===== src/rtl/mpt_pkg.sv =====
package mpt_pkg;
  localparam int BYTE_W = 8;
  typedef logic [BYTE_W-1:0] byte_t;
endpackage


===== src/rtl/mpt_seq_fsm.sv =====
module mpt_seq_fsm #(
  parameter int PW_LEN = 4,
  parameter logic [PW_LEN*mpt_pkg::BYTE_W-1:0] PW_WORD = 32'hDEADBEEF
) (
  input  logic                clk_i,
  input  logic                rst_ni,
  input  logic                wr_hit_i,
  input  mpt_pkg::byte_t      wr_data_i,
  output logic                armed_o,
  output logic                accept_o
);
  import mpt_pkg::*;

  localparam int STG_W = $clog2(PW_LEN + 1);
  localparam int IDX_W = (PW_LEN > 1) ? $clog2(PW_LEN) : 1;
  localparam logic [STG_W-1:0] STG_ARMED = STG_W'(PW_LEN);

  byte_t            pw_bytes [PW_LEN];
  logic [STG_W-1:0] stage_q, stage_d;
  logic [IDX_W-1:0] idx;

  // password byte 0 is the most significant byte of PW_WORD
  for (genvar i = 0; i < PW_LEN; i++) begin : g_pw
    assign pw_bytes[i] = PW_WORD[(PW_LEN-1-i)*BYTE_W +: BYTE_W];
  end

  assign armed_o  = (stage_q == STG_ARMED);
  assign accept_o = wr_hit_i && armed_o;
  assign idx      = stage_q[IDX_W-1:0];

  always_comb begin
    stage_d = stage_q;
    if (wr_hit_i) begin
      if (armed_o)                        stage_d = '0;
      else if (wr_data_i == pw_bytes[idx]) stage_d = stage_q + STG_W'(1);
      else if (wr_data_i == pw_bytes[0])  stage_d = STG_W'(1);
      else                                stage_d = '0;
    end
  end

  always_ff @(posedge clk_i or negedge rst_ni) begin
    if (!rst_ni) stage_q <= '0;
    else         stage_q <= stage_d;
  end
endmodule


===== src/rtl/mpt_chan_decode.sv =====
module mpt_chan_decode #(
  parameter int NUM_CH = 6
) (
  input  mpt_pkg::byte_t    chan_i,
  output logic [NUM_CH-1:0] onehot_o,
  output logic              valid_o
);
  import mpt_pkg::*;

  // channel numbers are 1-based
  for (genvar i = 0; i < NUM_CH; i++) begin : g_ch
    assign onehot_o[i] = (chan_i == BYTE_W'(i + 1));
  end

  assign valid_o = |onehot_o;
endmodule


===== src/rtl/manual_trigger_unlock.sv =====
module manual_trigger_unlock #(
  parameter int NUM_CH = 6,
  parameter int PW_LEN = 4,
  parameter logic [PW_LEN*mpt_pkg::BYTE_W-1:0] PW_WORD = 32'hDEADBEEF
) (
  input  logic              clk_i,
  input  logic              rst_ni,
  input  logic              wr_en_i,
  input  logic              field_sel_i,
  input  logic [7:0]        wr_data_i,
  output logic [NUM_CH-1:0] trig_o
);
  logic              wr_hit;
  logic              armed;
  logic              accept;
  logic [NUM_CH-1:0] onehot;
  logic              valid;
  logic [NUM_CH-1:0] trig_q, trig_d;

  assign wr_hit = wr_en_i && field_sel_i;

  mpt_seq_fsm #(
    .PW_LEN (PW_LEN),
    .PW_WORD(PW_WORD)
  ) u_fsm (
    .clk_i    (clk_i),
    .rst_ni   (rst_ni),
    .wr_hit_i (wr_hit),
    .wr_data_i(wr_data_i),
    .armed_o  (armed),
    .accept_o (accept)
  );

  mpt_chan_decode #(
    .NUM_CH(NUM_CH)
  ) u_dec (
    .chan_i  (wr_data_i),
    .onehot_o(onehot),
    .valid_o (valid)
  );

  assign trig_d = (accept && valid) ? onehot : '0;

  always_ff @(posedge clk_i or negedge rst_ni) begin
    if (!rst_ni) trig_q <= '0;
    else         trig_q <= trig_d;
  end

  assign trig_o = trig_q;
endmodule


===== config.mk =====
export PLATFORM = sky130hd
export DESIGN_NAME = manual_trigger_unlock
export DESIGN_NICKNAME = d
export VERILOG_FILES = /design/src/rtl/mpt_pkg.sv /design/src/rtl/mpt_seq_fsm.sv /design/src/rtl/mpt_chan_decode.sv /design/src/rtl/manual_trigger_unlock.sv
export SDC_FILE = /design/constraint.sdc
export NUM_CORES = 1
export LEC_CHECK = 0
export BUFFER_PORTS_ARGS = -buffer_cell sky130_fd_sc_hd__buf_2
export CORE_MARGIN = 2
export CORE_UTILIZATION = 45
export DETAILED_ROUTE_END_ITERATION = 6
export PLACE_DENSITY = 0.79
export SETUP_SLACK_MARGIN = 0.5
export SYNTH_ARGS = -nofsm -noshare
export SYNTH_HDL_FRONTEND = slang
export SYNTH_HIERARCHICAL = 1
export SYNTH_SLANG_ARGS = --single-unit

===== constraint.sdc =====
create_clock -name clk_i -period 3 [get_ports clk_i]
set_clock_uncertainty 0.2 [all_clocks]
set_input_delay 0.15 -clock clk_i [delete_from_list [all_inputs] [get_ports clk_i]]
set_output_delay 0.15 -clock clk_i [all_outputs]
set_load 0.02 [all_outputs]

==> flow_summary_export.csv <==
group,metric,value,unit
run_status,status,"finished clean",
drt,postRouteAntennaNets,0,
cts,clkLatencyLatePin,250,ps
synthesis,synth_most_common_cell,"dfrtp_1",
drt,drc_errors,0,
sta,fin_crit,2320,ps
power_and_ir_drop,combinationalPowerShare,13.5,%
synthesis,syn_inst,62,
power_and_ir_drop,leakage,0.360,nW
drt,wl_per_cell,11.1,µm
synthesis,synth_nets,77,
die,fp.dieH,40.1,µm
sta,slew_headroom,78.2,%
finish,areaGrowthSynthToFinish,22.9,%
synthesis,yosysSeqAreaShare,38.5,%
sta,hold_viol_final,0,
grt,grt_max_degree,10,
finish,nFillCells,94,
grt,grt_overflow,0,
synthesis,ys_ff_latch,9,
synthesis,yosysTopAreaCellShare,38.5,%
worst_setup_path,max_stage_delay,550,ps
worst_setup_path,crit_chain,"inv_1 > ha_1 > xnor2_1 > or4_4 > o2111a_1 > a221o_1",
worst_setup_path,crit_buf_inv,1,
grt,grt_use_total,17.6,%
drt,avgViaCountPerCell,5.37,
place,post-place-ws,711,ps
sta,tightestPinTransition,323,ps
power_and_ir_drop,netSwitchingPower,53.4,µW
synthesis,synthTopCellsByCount,"dfrtp_1 (9), and3_1 (6), nor4_1 (5)",
sta,grt_setup_unrepaired,"no",
synthesis,synthArstFlopShare,100,%
finish,layout-drive-gt1-share,27.7,%
drt,drt_iter0_drc,13,
sta,fmax,430,MHz
die,initial_core_util,50.6,%
drt,num_vias,521,
sta,fin_ws,677,ps
worst_setup_path,end_kind,"flop",
cts,cts_root_buffer,"clkbuf_4",
grt,grt_pass1_wl,1880,µm
drt,drt-pass1-iter-count,4,
cts,cts_tree,"yes",
sta,setup-tns-final,0,ps
power_and_ir_drop,clock_power_share,35.7,%
synthesis,synth_edf_count,0,
cts,cts_buffer_depth,2,
sta,setup_viol,0,
synthesis,synth_area,586,µm²
finish,antenna_cells,0,
place,place.gp.congestion,0.885,
synthesis,synth_cell_type_count,25,
sta,post-route-period-util,77.4,%
cts,cts_inserted_buffers,3,
synthesis,synth.largest_area_cell,"dfrtp_1",
die,die_w,40.1,µm
cts,cts.sinks,9,
die,num_io_pins,18,
sta,finalMaxSlewViolations,0,
finish,nNetsFinal,99,
die,core,1160,µm²
power_and_ir_drop,cellPowerDensity,334,nW/µm²
worst_setup_path,cp.arrival,2250,ps
cts,htreeDepth,1,
worst_setup_path,cp.required,2930,ps
synthesis,yosysWarnings,6,
worst_setup_path,crit_type,"flop to flop",
power_and_ir_drop,power.internal,187,µW
grt,antenna_found_initial,0,
synthesis,netlist_top_cells_area,"dfrtp_1 (38%), and3_1 (6.4%), ha_1 (6.4%)",
power_and_ir_drop,p_sw_share,22.2,%
die,rows,12,
die,dieArea,1610,µm²
cts,postCtsSetupRepairBufs,0,
power_and_ir_drop,pwr-share-seq,50.8,%
cts,clk_pin_slew,60,ps
synthesis,ys.flop_type,"dfrtp_1",
worst_setup_path,cp-start-kind,"flop",
grt,grt_pass1_vias,465,
worst_setup_path,cp_top_family,"simple AND/OR/NAND/NOR gates",
synthesis,syn_avg_cell_area,9.44,µm²
power_and_ir_drop,peakVddDrop,0.172,mV
place,port_buffers,17,
min_path,hp-class,"input pin to asynchronous set/reset pin",
place,dp_hpwl,825,µm
worst_setup_path,crit_path_top_delay_cell,"or4_4",
job,max_cap_violations,0,
worst_setup_path,crit_path_max_fanout,7,
power_and_ir_drop,p_total,240,µW
drt,routed_wl,1080,µm
[metal layers]
| layer | up-vias | GRT usage, % | routed length, µm |
|---|---|---|---|
| li1 | 271 | - | - |
| met1 | 236 | 21.7 | 514 |
| met2 | 14 | 29.4 | 520 |
| met3 | 0 | 3.33 | 42 |
| met4 | 0 | 7.76 | 0 |
| met5 | - | 0 | 0 |
[timing repair]
action	4_1_cts	5_1_grt
hold endpoints to repair	9	0
hold buffers	1	0
resized for setup	0	0
setup endpoints to repair	0	0
[state kept, by name (all words and copies together) (netlist names)]
register	count
u_fsm/stage_q	3
trig_o	6
[final timing paths]
kind / startpoint / endpoint / slack [ps] / cells past startpoint
max in group asynchronous: rst_ni / trig_o[1]$_DFF_PN0_ / 2350 / 2
max: u_fsm/stage_q[0]$_DFFE_PN0P_ / u_fsm/stage_q[0]$_DFFE_PN0P_ / 680 / 6
min reg2reg: u_fsm/stage_q[2]$_DFFE_PN0P_ / u_fsm/stage_q[2]$_DFFE_PN0P_ / 340 / 1
max reg2reg: u_fsm/stage_q[0]$_DFFE_PN0P_ / u_fsm/stage_q[0]$_DFFE_PN0P_ / 680 / 6
min: rst_ni / u_fsm/stage_q[2]$_DFFE_PN0P_ / 70 / 2
min in group clk_i: wr_data_i[3] / trig_o[0]$_DFF_PN0_ / 70 / 3
[metrics by stage]
step	util (%)	area, µm²	hold slack, ps	std cells
after floorplan	-	586	-346	62
after global placement	59.1	683	-198	92
after detailed placement	59.1	683	-197	92
after CTS	62.2	719	57.5	97
after global routing	62.2	719	63.5	97
final	62.2	719	70.9	97
[power groups by stage]
| stage | clock (mW) | sequential (mW) | combinational (mW) |
|---|---|---|---|
| detailed placement | 0 | 0.124 | 0.0310 |
| global route | 0.0979 | 0.122 | 0.0363 |
| floorplan | 0 | 0.124 | 0.0145 |
| CTS | 0.0875 | 0.122 | 0.0321 |
| finish | 0.0857 | 0.122 | 0.0324 |
| global placement | 0 | 0.124 | 0.0306 |
[layout make-up]
type | count | area [µm²] | share of cell area, %
multi-input cells | 48 | 340 | 47.3
flip-flops and latches | 9 | 225 | 31.3
repair buffers | 18 | 95.1 | 13.2
clock buffers | 4 | 26.3 | 3.65
well taps | 14 | 17.5 | 2.43
inverters | 4 | 15.0 | 2.09
[cell usage in the layout (no fill, tap or decap), types with 2 or more instances in the layout]
master,n
and3_1,6
dfrtp_1,9
nor2_1,4
nand2b_1,4
buf_2,17
nor3_1,4
inv_1,4
nor4_1,5
nand2_1,4
clkbuf_4,3
xnor2_1,2
nand3_1,3
ha_1,3
[cell families after synthesis]
kind of cell	after synthesis	synth area share [%]
compound gates	6	10.7
xor+xnor	3	5.77
fa+ha+maj	3	6.41
buf+inv	5	3.42
flops	9	38.5
simple gates	36	35.3
No activity file was read; power rests on OpenSTA's default activity.
